`src/rtl/pdwd_pkg.sv`:
```
`timescale 1ns/1ps
// Shared types, codes and helpers for the process data watchdog state controller.
// Assumes the four states are one-hot so that numeric order equals state order.
package pdwd_pkg;

    localparam int ST_W   = 4;
    localparam int CODE_W = 16;

    typedef enum logic [ST_W-1:0] {
        ST_INIT   = 4'h1,
        ST_PREOP  = 4'h2,
        ST_SAFEOP = 4'h4,
        ST_OP     = 4'h8
    } pd_state_e;

    localparam logic [CODE_W-1:0] CODE_NONE     = 16'h0000;
    localparam logic [CODE_W-1:0] CODE_BAD_STEP = 16'h0011;
    localparam logic [CODE_W-1:0] CODE_UNKNOWN  = 16'h0012;
    localparam logic [CODE_W-1:0] CODE_WDOG     = 16'h001B;

    // True when the code names one of the four states.
    function automatic logic state_valid(input logic [ST_W-1:0] s);
        return (s == ST_INIT) || (s == ST_PREOP) || (s == ST_SAFEOP) || (s == ST_OP);
    endfunction

    // One level down; INIT is the floor.
    function automatic pd_state_e state_below(input pd_state_e s);
        case (s)
            ST_OP:     return ST_SAFEOP;
            ST_SAFEOP: return ST_PREOP;
            default:   return ST_INIT;
        endcase
    endfunction

endpackage

```
`src/rtl/pdwd_timer.sv`:
```
`timescale 1ns/1ps
// Watchdog counter. Counts cycles while run is high and limit is nonzero;
// a kick or a stop clears it. expire is combinational and is due in the
// cycle that leads to the limit-th edge since the last clear.
// Assumes the consumer leaves the running condition on expiry.
module pdwd_timer #(
    parameter int TMR_W = 16
) (
    input  logic             clk,
    input  logic             rst_n,
    input  logic             run,
    input  logic             kick,
    input  logic [TMR_W-1:0] limit,
    output logic             expire
);

    logic [TMR_W-1:0] cnt_q;
    logic             active;

    assign active = run && (limit != '0);

    // Cycle counter: cleared by reset, stop or kick, else counts up.
    always_ff @(posedge clk) begin
        if (!rst_n || !active || kick) begin
            cnt_q <= '0;
        end else begin
            cnt_q <= cnt_q + 1'b1;
        end
    end

    // Expiry when the count has reached the last cycle of the window.
    always_comb begin
        expire = active && !kick && (cnt_q >= limit - 1'b1);
    end

endmodule

```
`src/rtl/pdwd_req_eval.sv`:
```
`timescale 1ns/1ps
// Combinational judgement of a master state request against the current state.
// Downward or same-state requests need no initialization; a single upward
// step needs init_ok; everything else is refused with its own code.
module pdwd_req_eval
    import pdwd_pkg::*;
(
    input  pd_state_e         cur,
    input  logic [ST_W-1:0]   req,
    input  logic              init_ok,
    input  logic [CODE_W-1:0] fail_code,
    output logic              accept,
    output logic [CODE_W-1:0] reject_code
);

    logic step_up;

    // Legal single upward steps.
    always_comb begin
        step_up = (cur == ST_INIT   && req == ST_PREOP)  ||
                  (cur == ST_PREOP  && req == ST_SAFEOP) ||
                  (cur == ST_SAFEOP && req == ST_OP);
    end

    // Accept or pick the refusal code.
    always_comb begin
        accept      = 1'b0;
        reject_code = CODE_NONE;
        if (!state_valid(req)) begin
            reject_code = CODE_UNKNOWN;
        end else if (req <= cur) begin
            accept = 1'b1;
        end else if (step_up) begin
            accept      = init_ok;
            reject_code = init_ok ? CODE_NONE : fail_code;
        end else begin
            reject_code = CODE_BAD_STEP;
        end
    end

endmodule

```
`src/rtl/pdwd_fsm.sv`:
```
`timescale 1ns/1ps
// State, error flag and status code registers. Event priority per cycle:
// watchdog expiry, then application fault, then master request.
// Assumes req_valid and fault are single-cycle pulses.
module pdwd_fsm
    import pdwd_pkg::*;
(
    input  logic              clk,
    input  logic              rst_n,
    input  logic              expire,
    input  logic              fault,
    input  logic [CODE_W-1:0] fail_code,
    input  logic              req_valid,
    input  logic [ST_W-1:0]   req,
    input  logic              req_ack,
    input  logic              accept,
    input  logic [CODE_W-1:0] reject_code,
    output pd_state_e         state,
    output logic              err,
    output logic [CODE_W-1:0] code
);

    pd_state_e         state_d;
    logic              err_d;
    logic [CODE_W-1:0] code_d;

    // Next-state selection by event priority.
    always_comb begin
        state_d = state;
        err_d   = err;
        code_d  = code;
        if (expire) begin
            state_d = ST_SAFEOP;
            err_d   = 1'b1;
            code_d  = CODE_WDOG;
        end else if (fault) begin
            state_d = state_below(state);
            err_d   = 1'b1;
            code_d  = fail_code;
        end else if (req_valid && (!err || req_ack)) begin
            if (accept) begin
                state_d = pd_state_e'(req);
                err_d   = 1'b0;
                code_d  = CODE_NONE;
            end else begin
                err_d   = 1'b1;
                code_d  = reject_code;
            end
        end
    end

    // Status registers with synchronous reset to INIT, no error.
    always_ff @(posedge clk) begin
        if (!rst_n) begin
            state <= ST_INIT;
            err   <= 1'b0;
            code  <= CODE_NONE;
        end else begin
            state <= state_d;
            err   <= err_d;
            code  <= code_d;
        end
    end

endmodule

```
`src/rtl/pdwd_state_ctrl.sv`:
```
`timescale 1ns/1ps
// Top: slave state controller with output process data watchdog.
// The watchdog runs only in OP; outputs are held safe below OP.
// Assumes all inputs are synchronous to clk.
module pdwd_state_ctrl
    import pdwd_pkg::*;
#(
    parameter int TMR_W = 16
) (
    input  logic               clk,
    input  logic               rst_n,
    input  logic               pd_wr_strobe,
    input  logic               req_valid,
    input  logic [3:0]         req_state,
    input  logic               req_err_ack,
    input  logic               app_init_ok,
    input  logic [15:0]        app_fail_code,
    input  logic               app_fault,
    input  logic               wd_enable,
    input  logic [TMR_W-1:0]   wd_timeout,
    output logic [7:0]         status_reg,
    output logic [15:0]        status_code,
    output logic               safe_out_en
);

    localparam int PAD_W = 8 - ST_W - 1;

    pd_state_e         state;
    logic              err;
    logic              wd_expire;
    logic              req_accept;
    logic [CODE_W-1:0] req_reject_code;

    pdwd_timer #(.TMR_W(TMR_W)) u_timer (
        .clk    (clk),
        .rst_n  (rst_n),
        .run    ((state == ST_OP) && wd_enable),
        .kick   (pd_wr_strobe),
        .limit  (wd_timeout),
        .expire (wd_expire)
    );

    pdwd_req_eval u_eval (
        .cur         (state),
        .req         (req_state),
        .init_ok     (app_init_ok),
        .fail_code   (app_fail_code),
        .accept      (req_accept),
        .reject_code (req_reject_code)
    );

    pdwd_fsm u_fsm (
        .clk         (clk),
        .rst_n       (rst_n),
        .expire      (wd_expire),
        .fault       (app_fault),
        .fail_code   (app_fail_code),
        .req_valid   (req_valid),
        .req         (req_state),
        .req_ack     (req_err_ack),
        .accept      (req_accept),
        .reject_code (req_reject_code),
        .state       (state),
        .err         (err),
        .code        (status_code)
    );

    // Pack the status word and derive the safe-output enable.
    always_comb begin
        status_reg  = {{PAD_W{1'b0}}, err, state};
        safe_out_en = (state != ST_OP);
    end

endmodule

```
`config.mk`:
```
export PLATFORM = sky130hd
export DESIGN_NAME = pdwd_state_ctrl
export DESIGN_NICKNAME = d
export VERILOG_FILES = /design/src/rtl/pdwd_pkg.sv /design/src/rtl/pdwd_timer.sv /design/src/rtl/pdwd_req_eval.sv /design/src/rtl/pdwd_fsm.sv /design/src/rtl/pdwd_state_ctrl.sv
export SDC_FILE = /design/constraint.sdc
export NUM_CORES = 1
export LEC_CHECK = 0
export ABC_AREA = 1
export BUFFER_PORTS_ARGS = -buffer_cell sky130_fd_sc_hd__buf_2
export CAP_MARGIN = 40
export CORE_MARGIN = 1
export CORE_UTILIZATION = 49
export CTS_CLUSTER_DIAMETER = 150
export DETAILED_ROUTE_END_ITERATION = 7
export PLACE_DENSITY = 0.78
export SLEW_MARGIN = 10
export SYNTH_ARGS = -nofsm -noshare
export SYNTH_HDL_FRONTEND = slang
export SYNTH_SLANG_ARGS = --single-unit
```
`constraint.sdc`:
```
create_clock -name clk -period 2.45 [get_ports clk]
set_input_delay 0 -clock clk [delete_from_list [all_inputs] [get_ports clk]]
set_output_delay 0 -clock clk [all_outputs]
set_load 0.1 [all_outputs]
```
# == Word level (Yosys, flattened, before mapping) ==
# Cells that the tools add are included.
# op_classes
n_addsub,2
multipliers,0
div_mod_pow,0
n_lt_le_gt_ge,2
eq_ne,9
shifts,0
n_mux,20
bitwise,1
reduce_logical,28
# ops
cell,n
16-bit 2-to-1 mux,7
16-bit by 1-bit adder with 16-bit output (second input constant),1
16-bit >= comparator,1
16-bit nonzero test,1
16-bit by 1-bit subtractor with 16-bit output (second input constant),1
4-bit 2-to-1 mux,3
4-bit by 1-bit == test with 1-bit output (second input constant),2
4-bit by 2-bit == test with 1-bit output (second input constant),2
4-bit by 3-bit == test with 1-bit output (second input constant),2
4-bit == test (second input constant),2
1-bit logical AND,8
1-bit logical OR,8
1-bit 2-to-1 mux,7
3-bit one-hot mux with 2 select lines,1
3-bit nonzero test,2
5-bit 2-to-1 mux,1
4-bit less-or-equal comparator,1
1-bit logical NOT,4
4-bit inequality test (second input constant),1
2-bit AND reduction,2
2-bit nonzero test,2
3-bit 2-to-1 mux,1
2-bit OR reduction,1
1-bit inverter,1
# totals
regBits,37
latchBits,0
ramBits,0
rom_bits,0
out_inout_bits,25
mem_count,0

# == Depth between registers and ports, before layout ==
# Gate-level depths: netlist of run 1.
# depth
ltp_word,11
ltp_mapped,20

# == Hierarchy ==
# Synthesis of run 1 repeated with hierarchy kept, for this count alone.
# hier_totals
cells_unflattened,516
hier_area_um2,3260.6
# by_module_without_submodules
module,instances,cells_per_inst,area_each_um2,seq_area_each_um2
pdwd_timer,1,231,1514.0,320.3
pdwd_fsm,1,178,1184.9,420.4
pdwd_req_eval,1,96,495.5,0.0
pdwd_state_ctrl,1,11,66.3,0.0

# == Worst setup path before layout of run 1 ==
# OpenSTA, ideal clock, no wires.
# synth_timing
kind,register to register
startpoint,register u_fsm.state[3]
endpoint,register u_fsm.code[5]
setup_time_ns,0.118
arrival_ns,3.045
path_slack_ns,-0.712
path_stages_with_launch,11
cell_sequence,dfxtp_1 nand4_1 inv_1 nand2_1 nor2_1 o21ai_2 inv_2 nand2_4 nand2_4 buf_6 nor2_2
# synth_between
elab_chain_cells,10
# synth_lines
item,line_no,source
from (decl),pdwd_fsm.sv:18,"output pd_state_e state,"
from (signal assigned),pdwd_fsm.sv:59,state <= state_d;
4-bit by 1-bit == test with 1-bit output / 4-bit by 2-bit == test with 1-bit output (equally long branches),"pdwd_req_eval.sv:20, pdwd_req_eval.sv:21",
1-bit logical AND (on tied branches),"pdwd_req_eval.sv:20, pdwd_req_eval.sv:21",
1-bit logical OR,pdwd_req_eval.sv:20,step_up = (cur == ST_INIT && req == ST_PREOP) ||
1-bit logical OR,pdwd_req_eval.sv:21,(cur == ST_PREOP && req == ST_SAFEOP) ||
16-bit 2-to-1 mux / 1-bit 2-to-1 mux (equally long branches),pdwd_req_eval.sv:33,end else if (step_up) begin
16-bit 2-to-1 mux / 1-bit 2-to-1 mux (equally long branches),pdwd_req_eval.sv:31,end else if (req <= cur) begin
16-bit 2-to-1 mux / 1-bit 2-to-1 mux (equally long branches),pdwd_req_eval.sv:29,if (!state_valid(req)) begin
16-bit 2-to-1 mux,pdwd_fsm.sv:41,if (accept) begin
16-bit 2-to-1 mux,pdwd_fsm.sv:40,end else if (req_valid && (!err || req_ack)) begin
16-bit 2-to-1 mux,pdwd_fsm.sv:36,end else if (fault) begin
to (signal assigned),pdwd_fsm.sv:61,code <= code_d;
to (decl),pdwd_fsm.sv:20,output logic [CODE_W-1:0] code
# Several ways; a longest one is shown, not always the timed one. The select of a mux whose other input is x is not followed.
# A chain may end at the register's enable or synchronous reset.

# == Worst setup path in the final report of run 1 ==
# layout_timing
startpoint,input wd_timeout[1]
endpoint,register u_fsm.code[4]
# layout_between
elab_chain_cells,5
# layout_lines
item,line_no,source
from (decl),pdwd_state_ctrl.sv:20,"input logic [TMR_W-1:0] wd_timeout,"
branches (longest 3 deep; another with 16-bit by 1-bit subtractor with 16-bit output),-,
1-bit logical AND (*),pdwd_timer.sv:33,expire = active && !kick && (cnt_q >= limit - 1'b1);
3-bit nonzero test (no line) / 5-bit 2-to-1 mux (equally long branches),-,
# Mark *: on every way between the ends.

==> results of run 1 <==
-- tightest hold or removal path: cells and delay by family --
family                 cells  cell delay, ns
buffers and inverters      1            0.13
AND/OR/NAND/NOR            1            0.12
AO/OA/AOI/OAI              1            0.05
-- worst paths after layout --
kind         cells past startpoint          endpoint  slack, ns
max reg2reg                     10     u_fsm.code[8]       0.34
min reg2reg                      1  u_timer.cnt_q[0]       0.46
max                             19     u_fsm.code[4]       0.19
min                              3    u_fsm.state[3]       0.06
-- cells by family (layout without fill, tap and decap cells) --
group | Yosys count | in the layout | synth area share [%]
and+or+nand+nor | 187 | 187 | 32.34
buffers and inverters | 63 | 153 | 9.957
AOI/OAI and AO/OA | 54 | 54 | 12.76
DFF | 37 | 37 | 28.07
adders and majority gates | 22 | 22 | 10.43
xor gates and xnor gates | 19 | 19 | 6.306
other | 1 | 3 | 0.1421
-- synthesized netlist by cell type (2+ instances only) --
library cell	number	area (µm²)
dfxtp_1	37	740.7
nor2_2	7	43.79
nor2_1	45	168.9
buf_4	5	37.54
nand2_4	2	22.52
nand3_1	25	125.1
o21ai_0	16	80.08
ha_1	22	275.3
clkbuf_1	4	15.01
inv_1	51	191.4
xnor2_1	6	52.55
a22oi_1	3	22.52
nand4_1	7	43.79
nand3_2	2	20.02
nor3_1	8	40.04
nand2_1	82	307.8
a21oi_1	18	90.09
nor3b_1	3	22.52
a21oi_2	8	70.07
xor2_1	13	113.9
o21bai_1	2	15.01
a31oi_1	3	18.77
-- state kept, by name (all words and copies together), names as in the netlist --
name / cells
u_timer.cnt_q: 16
u_fsm.code: 16
u_fsm.state: 4
u_fsm.err: 1
-- cell type report --
cell class | instances | area [µm²] | area share, %
multi-input combinational | 285 | 1708 | 49.96
sequential | 37 | 755.7 | 22.11
timing repair buffer | 92 | 560.5 | 16.40
inverter | 53 | 198.9 | 5.820
tap | 70 | 87.58 | 2.562
clock buffer | 6 | 72.57 | 2.123
clock inverter | 2 | 35.03 | 1.025
-- timing repair --
item                                    4_1_cts  5_1_grt
endpoints found under the setup margin        0       21
hold buffers                                 13        0
hold endpoints to repair                     13        0
resized for setup                             0       14
setup buffers                                 0        4
-- through the flow --
step / std cells / setup TNS, ns / power (mW) / hold slack (ns) / utilization (%)
final: 545 / 0 / 1.589 / 0.05686 / 66.50
after global routing: 545 / -0.2245 / 1.657 / 0.06915 / 66.50
after CTS: 541 / 0 / 1.582 / 0.05849 / 64.65
after detailed placement: 520 / -1.938 / 1.057 / 0.2638 / 60.03
after global placement: 520 / -0.001724 / 1.051 / 0.2499 / 60.03
after floorplan: 385 / -2.426 / 0.9618 / 0.08379 / -
-- power by group through the flow --
stage | registers, mW | clock network [mW] | logic [mW]
6_report | 0.632 | 0.517 | 0.441
4_1_cts | 0.631 | 0.521 | 0.430
3_3_place_gp | 0.645 | 0 | 0.406
2_1_floorplan | 0.775 | 0 | 0.187
5_1_grt | 0.634 | 0.546 | 0.477
3_5_place_dp | 0.645 | 0 | 0.412
-- metal layers --
layer  GRT usage (%)  part of all wire, %  up-vias
met5               0                    0        -
met2           39.98                   50       67
met1           29.40                   44     1220
met4           8.436                  2.2        0
met3           3.571                  3.9       15
li1                -                    -     1416
==> results.json, run 1 <==
{
  "outcome": "finished, final reports clean",
  "firstDrtPassIters": 4,
  "drtIter0Drc": 109,
  "place.gp.congestion": 0.8115,
  "period_share_pct": 92.11,
  "io_buffers": 65,
  "cts_buffer_depth": 2,
  "cts-buffers-inserted": 5,
  "crit-reg2reg-launch": "u_fsm.state[1]",
  "setup_viol": 0,
  "ys_seq_area_share_pct": 28.07,
  "overflow": 0,
  "worstHoldStart": "req_state[3]",
  "slew_headroom_pct": 63.87,
  "drt_wl_total_um": 6521,
  "worst_setup_path_start_kind": "primary input",
  "io_pins": 69,
  "drive_above_1_share_pct": 27.37,
  "grt_pass1_vias": 2308,
  "path_max_fanout": 7,
  "cts_tree": "yes",
  "max-cap-violations": 0,
  "ys.flop_type": "dfxtp_1",
  "syn_area_per_cell_um2": 6.890,
  "tightest_slew_ns": 0.5407,
  "cp_slowest_stage_delay_ns": 0.28,
  "critPathKind": "in2reg",
  "fmax_mhz": 443.1,
  "vias": 2718,
  "clkLatencyLatePin_ns": 0.29,
  "cts_sinks": 37,
  "place_ws_ns": -0.1346,
  "via_per_inst": 4.987,
  "die_area_mm2": 0.005683,
  "start_util_pct": 51.34,
  "ant_nets": 0,
  "die-height_um": 75.39,
  "track_usage_pct": 23.20,
  "final_cell_area_mm2": 0.003418,
  "cp_num_buf_inv": 3,
  "hpwl_um": 4712,
  "dpl_cell_area_mm2": 0.003085,
  "internal_power_mw": 1.044,
  "area_growth_syn_to_layout_pct": 29.54,
  "core_mm2": 0.005140,
  "cp-end-kind": "register",
  "drc_errors": 0,
  "fill_cells": 462,
  "cts_root_buffer": "clkbuf_8",
  "leakagePower_nw": 1.656,
  "yosysWarningCount": 0,
  "grt_pass1_wl_um": 10050,
  "syn_area_mm2": 0.002639,
  "min_period_ns": 2.257,
  "fp.dieW_um": 75.39,
  "ys_types": 36,
  "p_clk_share_pct": 32.5,
  "finalHoldViolations": 0,
  "wire_per_inst_um": 11.97,
  "synth_edf_count": 0,
  "p_seq_share_pct": 39.7,
  "skew_ns": 0.01030,
  "switching_share_pct": 34.29,
  "synth-seq-cells": 37,
  "ir_drop_mv": 0.3426,
  "htree_levels": 2,
  "rows": 26,
  "switchingPower_mw": 0.5449,
  "min_path_type": "in2reg",
  "combPwrFrac_pct": 27.7,
  "worstPathCellList": "buf_2 > nor2_2 > nand2_2 > nor3_2 > nand2_1 > nor2_2 > nand3_2 > nor2_4 > nand2_1 > xnor2_1 > inv_1 > ha_4 > nand2_2 > nor3_2 > nand3_1 > nand3_2 > nand2_4 > buf_4 > a31oi_1",
  "startpoint": "wd_timeout[1]",
  "synthCells": 383,
  "critical-path-top-delay-family": "simple AND/OR/NAND/NOR gates",
  "crit_path_top_delay_cell": "ha_4",
  "diodes": 0,
  "cellPowerDensity_mw_per_mm2": 464.9,
  "final_max_slew_viol_count": 0,
  "async_flop_share_pct": 0,
  "grt_max_degree": 18,
  "path_clk_slew_ns": 0.08,
  "layout_commonest_cell": "nand2_1",
  "required_ns": 2.67,
  "antenna_found_initial": 0,
  "layout.nets": 540,
  "setup_ws_ns": 0.1933,
  "cp.arrival_ns": 2.48,
  "layout_common_cells": "nand2_1, buf_2, inv_1, nor2_1, dfxtp_1"
}
(Power assumes the default switching activity.)
==> run 2, diff against run 1 <==
Settings changed: CORE_UTILIZATION 49 to 48, PLACE_DENSITY 0.78 to 0.8.
Clock period 2.45 ns to 1.91 ns, I/O delays scaled along.
==> run 2 against run 1 <==
  * The run now ends with negative hold slack, negative setup slack left
  * Hold slack got worse by 0.063 ns
  * Clock power grew 36%
  * Total power increased by 35%
  * Combinational power is 45% higher
  * Routed wire length rose by 23%
  * Critical endpoint is now u_fsm.state[2]
  * Non-clock buffer count rose by 37
==> results.json, run 2 (same netlist as run 1, synthesis figures left out) <==
{
  "outcome": "finished, violations left",
  "violations": "negative hold slack, negative setup slack",
  "cellPowerDensity_mw_per_mm2": 558.5,
  "vias": 3032,
  "skew_ns": 0.01104,
  "critPathKind": "in2reg",
  "fmax_mhz": 444.3,
  "cp-end-kind": "register",
  "io_buffers": 65,
  "drive_above_1_share_pct": 37.43,
  "io_pins": 69,
  "via_per_inst": 5.201,
  "hold-worst-slack_ns": -0.006306,
  "area_growth_syn_to_layout_pct": 46.04,
  "crit_path_top_delay_cell": "ha_1",
  "hpwl_um": 5038,
  "cts_root_buffer": "clkbuf_8",
  "setup_viol": 21,
  "diodes": 0,
  "layout.nets": 578,
  "cts-buffers-inserted": 5,
  "worst_setup_path_start_kind": "primary input",
  "min_path_type": "in2reg",
  "layout_commonest_cell": "nand2_1",
  "grt_max_degree": 20,
  "cp.arrival_ns": 2.43,
  "leakagePower_nw": 1.876,
  "cts_tree": "yes",
  "setup_ws_ns": -0.3408,
  "firstDrtPassIters": 4,
  "drtIter0Drc": 193,
  "die_area_mm2": 0.005798,
  "path_clk_slew_ns": 0.08,
  "final_cell_area_mm2": 0.003854,
  "tightest_slew_ns": 0.5055,
  "slew_headroom_pct": 66.09,
  "wire_per_inst_um": 13.72,
  "place.gp.congestion": 0.8170,
  "drt_wl_total_um": 8000,
  "die-height_um": 76.15,
  "htree_levels": 2,
  "rows": 26,
  "ant_nets": 0,
  "overflow": 0,
  "layout_common_cells": "nand2_1, buf_2, buf_4, inv_1, nor2_1",
  "required_ns": 2.09,
  "max-cap-violations": 0,
  "start_util_pct": 50.70,
  "cts_sinks": 37,
  "cp_slowest_stage_delay_ns": 0.31,
  "dpl_cell_area_mm2": 0.003331,
  "path_max_fanout": 6,
  "fin_tns_setup_ns": -6.583,
  "worstPathCellList": "buf_6 > nor2_4 > nand2_2 > nor3_4 > nand2_2 > buf_4 > buf_4 > buf_4 > xor2_1 > ha_1 > nand2_2 > nor2_2 > nor3_2 > nand2_1 > nand2_1 > nand3_2 > nand2_4 > nand2_1 > nor2_1 > nor2_1",
  "min_period_ns": 2.251,
  "dp_cells": 551,
  "finalHoldViolations": 1,
  "clkLatencyLatePin_ns": 0.29,
  "grt_pass1_wl_um": 12450,
  "ir_drop_mv": 0.6237,
  "layoutNonFillerInstCount": 583,
  "largestRegisters": "u_fsm.code (16), u_timer.cnt_q (16), u_fsm.state (4)",
  "drc_errors": 0,
  "track_usage_pct": 26.26,
  "antenna_found_initial": 0,
  "cts_buffer_depth": 2,
  "period_share_pct": 117.8,
  "final_max_slew_viol_count": 0,
  "rsz0062_at_grt": "true",
  "core_mm2": 0.005205,
  "report.power.total_mw": 2.152,
  "fp.dieW_um": 76.15,
  "grt_pass1_vias": 2881
}
run 2: cell types whose count changed in the layout (fill, tap and decap cells not counted), moves of 3 or more:
cell           delta
a21oi_2           +4
buf_6             +3
buf_4            +39
nor2_2            -4
a21oi_1           -4
nand2_2           +3
nand2_1           -3
nor2_1            -4
nor2_4            +8
dlygate4sd3_1     -4
nor3_1            -3
run 2: final timing paths:
path | startpoint | to | slack, ns | depth (start not counted)
worst max-delay path | wd_timeout[1] | u_fsm.state[2] | -0.34 | 20
worst max register to register | u_fsm.state[1] | u_fsm.code[9] | -0.17 | 10
worst min register to register | u_fsm.code[12] | u_fsm.code[12] | 0.48 | 2
worst min-delay path | app_fail_code[8] | u_fsm.code[8] | -0.006 | 3
run 2: stage by stage:
step / hold slack (ns) / setup slack, ns / util [%]
after CTS: 0.0003761 / -0.2209 / 71.03
final: -0.006306 / -0.3408 / 74.04
after global placement: 0.2488 / -0.5044 / 63.99
after detailed placement: 0.2470 / -0.6269 / 63.99
after floorplan: 0.08379 / -0.6658 / -
after global routing: 0.003585 / -0.5161 / 74.04
run 2: what timing repair did:
| action | 4_1_cts | 5_1_grt |
|---|---|---|
| gates cloned | 1 | 0 |
| endpoints found under the setup margin | 21 | 24 |
| buffers inserted | 12 | 4 |
| resized for setup | 13 | 36 |
| hold buffers | 9 | 0 |
| pin swaps | 1 | 22 |
| endpoints found under the hold margin | 9 | 0 |
run 2: critical path: cells and delay by family:
family / cells / cell delay, ns
fa+ha+maj: 1 / 0.31
simple gates: 14 / 1.48
xor+xnor: 1 / 0.13
buf+inv: 4 / 0.49
run 2: power by group:
| group | internal [mW] | leakage [nW] | switching [mW] | total [mW] |
|---|---|---|---|---|
| sequential | 0.794 | 0.305 | 0.0165 | 0.811 |
| combinational | 0.203 | 1.51 | 0.436 | 0.639 |
| clock | 0.426 | 0.0585 | 0.277 | 0.703 |
| total | 1.42 | 1.88 | 0.729 | 2.15 |
run 2: cell type report:
type                            instances  area, µm²
Inverter                               53      198.9
Timing Repair Buffer                  129      857.1
Clock inverter                          1      30.03
Clock buffer                            7      86.33
Multi-Input combinational cell        286       1836
Tap cell                               70      87.58
Sequential cell                        37      758.2
Fill cell                             381       1351
run 2: layer usage:
| metal | up-vias | global-route usage (%) | share of wire [%] |
|---|---|---|---|
| met4 | 0 | 9.038 | 3.5 |
| met3 | 33 | 4.072 | 5.5 |
| li1 | 1493 | - | - |
| met2 | 115 | 49.82 | 51 |
| met1 | 1391 | 29.53 | 40 |
| met5 | - | 0 | 0 |
==> run 3, diff against run 2 <==
Settings changed: CORE_UTILIZATION 48 to 49, PLACE_DENSITY 0.8 to 0.79, SYNTH_HIERARCHICAL set to 1.
==> run 3 against run 2 <==
  * The flow finishes with violations (negative setup slack)
  * Clock skew shrank 0.0077 ns
  * Highest routed layer unchanged
  * Routed wire length grew 2.9%
  * Count of clock-buffer cells in the layout grew 1
  * Clock power shrank 8.4%
  * First-iteration DRC count shrank 34%
  * Total power grew 2.4%
  * Setup slack gained 0.084 ns
  * Hold slack gained 0.040 ns
  * Flip-flop and latch count is the same
==> results.json, run 3 <==
{
  "outcome": "finished, violations left",
  "violations": "negative setup slack",
  "synthXorXnorAreaFrac_pct": 5.641,
  "synth_edf_count": 0,
  "final_cell_area_mm2": 0.004328,
  "yosysWarningCount": 6,
  "synth_fa_ha_area_share_pct": 8.442,
  "io_buffers": 65,
  "synthSimpleGateAreaFrac_pct": 42.48,
  "fmax_mhz": 461.6,
  "vias": 3511,
  "synth_common_cells": "nand2_1, nor2_1, inv_1",
  "synth_top_family_by_area": "simple AND/OR/NAND/NOR gates",
  "p_seq_share_pct": 37.1,
  "fin_util_pct": 67.77,
  "syn_area_mm2": 0.003261,
  "finalHoldViolations": 0,
  "synth_compound_area_share_pct": 8.058,
  "layout_common_cells": "nand2_1, nor2_1, buf_2, inv_1, buf_4",
  "cp-end-kind": "register",
  "antenna_found_initial": 0,
  "yosysTopAreaCellShare_pct": 22.72,
  "switching_share_pct": 36.84,
  "ys_seq_area_share_pct": 22.72,
  "drc_errors": 0,
  "worst_setup_path_start_kind": "primary input",
  "required_ns": 2.09,
  "overflow": 0,
  "start_util_pct": 51.06,
  "firstDrtPassIters": 4,
  "cts_root_buffer": "clkbuf_8",
  "ys.flop_type": "dfxtp_1",
  "fp.dieW_um": 83.58,
  "synth-seq-cells": 37,
  "cp.arrival_ns": 2.34,
  "wire_per_inst_um": 11.69,
  "setup_viol": 21,
  "dpl_cell_area_mm2": 0.004068,
  "async_flop_share_pct": 0,
  "setup_ws_ns": -0.2564,
  "report.power.total_mw": 2.204,
  "yosys-top-cells-area": "dfxtp_1, nand2_1, ha_1",
  "clkLatencyLatePin_ns": 0.28,
  "combPwrFrac_pct": 33.7,
  "internal_power_mw": 1.392,
  "skew_ns": 0.003306,
  "max-cap-violations": 0,
  "ys_types": 34,
  "cts_sinks": 37,
  "fin_tns_setup_ns": -4.246,
  "die_area_mm2": 0.006985,
  "cts_tree": "yes",
  "rsz0062_at_grt": "true",
  "synthCells": 516,
  "track_usage_pct": 25.03,
  "p_clk_share_pct": 29.2,
  "hold-worst-slack_ns": 0.03331,
  "hpwl_um": 6335,
  "layout_commonest_cell": "nand2_1",
  "layoutNonFillerInstCount": 704,
  "cellPowerDensity_mw_per_mm2": 509.3,
  "critPathKind": "in2reg",
  "ir_drop_mv": 0.3204,
  "period_share_pct": 113.4,
  "path_max_fanout": 5,
  "ant_nets": 0,
  "switchingPower_mw": 0.8121,
  "leakagePower_nw": 2.123,
  "min_path_type": "in2reg",
  "drt_wl_total_um": 8233,
  "diodes": 0,
  "synth.most_common_cell": "nand2_1",
  "die-height_um": 83.58,
  "htree_levels": 2,
  "grt_pass1_vias": 3534,
  "grt_pass1_wl_um": 14700,
  "via_per_inst": 4.987,
  "rows": 29,
  "syn_area_per_cell_um2": 6.319,
  "cts-buffers-inserted": 5,
  "path_clk_slew_ns": 0.07,
  "place.gp.congestion": 0.8514,
  "final_max_slew_viol_count": 0,
  "area_growth_syn_to_layout_pct": 32.73,
  "drive_above_1_share_pct": 33.81,
  "largestRegisters": "u_fsm/code (16), u_timer/cnt_q (16), u_fsm/state (4)",
  "layout.nets": 692,
  "cts_buffer_depth": 2,
  "place_ws_ns": -0.5545,
  "grt_max_degree": 29,
  "io_pins": 69,
  "synth_mux_area_share_pct": 0,
  "min_period_ns": 2.166,
  "core_mm2": 0.006386,
  "dp_cells": 692,
  "drtIter0Drc": 127,
  "yosysTopAreaCell": "dfxtp_1"
}
-- run 3: cell count changes after synthesis, sizes merged, moves of 4 or more --
| cell | previous run | this run |
|---|---|---|
| o21ai | 18 | 11 |
| buf | 6 | 15 |
| xnor2 | 6 | 10 |
| nand3 | 27 | 37 |
| inv | 52 | 73 |
| nand2 | 85 | 163 |
| nor2 | 53 | 82 |
| clkbuf | 4 | 0 |
-- run 3: metal layers --
layer  track usage (%)  wire length [µm]  share of wire, %
met4             8.320               177               2.1
met2             47.97              4266                52
met5                 0                 0                 0
met3             3.858               371               4.5
met1             27.79              3419                42
-- run 3: worst paths after layout --
kind	from	endpoint	slack (ns)	depth (start not counted)
min reg2reg	u_fsm/code[10]	u_fsm/code[10]	0.47	2
max	wd_timeout[2]	u_fsm/state[2]	-0.26	23
max reg2reg	u_timer/cnt_q[7]	u_fsm/state[2]	-0.08	17
min	rst_n	u_fsm/code[3]	0.03	3
-- run 3: kinds of logic (layout without fill, tap and decap cells) --
kind of cell	after synthesis	after routing
flops	37	37
fa+ha+maj	22	22
simple gates	304	304
buf+inv	88	197
xor+xnor	21	21
compound gates	43	43
other cells	1	3
-- run 3: repair_timing --
item / 4_1_cts / 5_1_grt
resized for setup: 21 / 14
hold buffers: 0 / 0
pin swaps: 25 / 27
setup buffers: 3 / 2
setup endpoints to repair: 21 / 21
-- run 3: final cells by class --
cell class	instances	area, µm²
multi-input cells	393	2327
fillers	562	2058
flip-flops and latches	37	755.7
repair buffers	116	743.2
inverters	73	294.0
clock buffers	8	111.4
well taps	77	96.34
-- run 3: critical path, cell delays in order --
cell,delay (ns)
buf_4,0.14
nor2_4,0.11
nand4_1,0.17
buf_4,0.19
xor2_1,0.13
inv_1,0.06
ha_1,0.27
nand2_1,0.06
inv_2,0.06
nand2_2,0.05
nor2_2,0.10
nor2_1,0.05
nand2_1,0.06
nand2_1,0.08
a21oi_2,0.17
buf_6,0.15
inv_4,0.04
nand2_4,0.06
nor2_4,0.04
a21oi_2,0.14
nand2_1,0.07
nand2_1,0.09
nor2_2,0.04
-- run 3: power by group through the flow --
stage	combinational, mW	clock, mW	sequential (mW)
2_1_floorplan	0.346	0	1.02
3_3_place_gp	0.698	0	0.834
3_5_place_dp	0.711	0	0.835
4_1_cts	0.731	0.665	0.817
5_1_grt	0.802	0.688	0.821
6_report	0.742	0.644	0.818
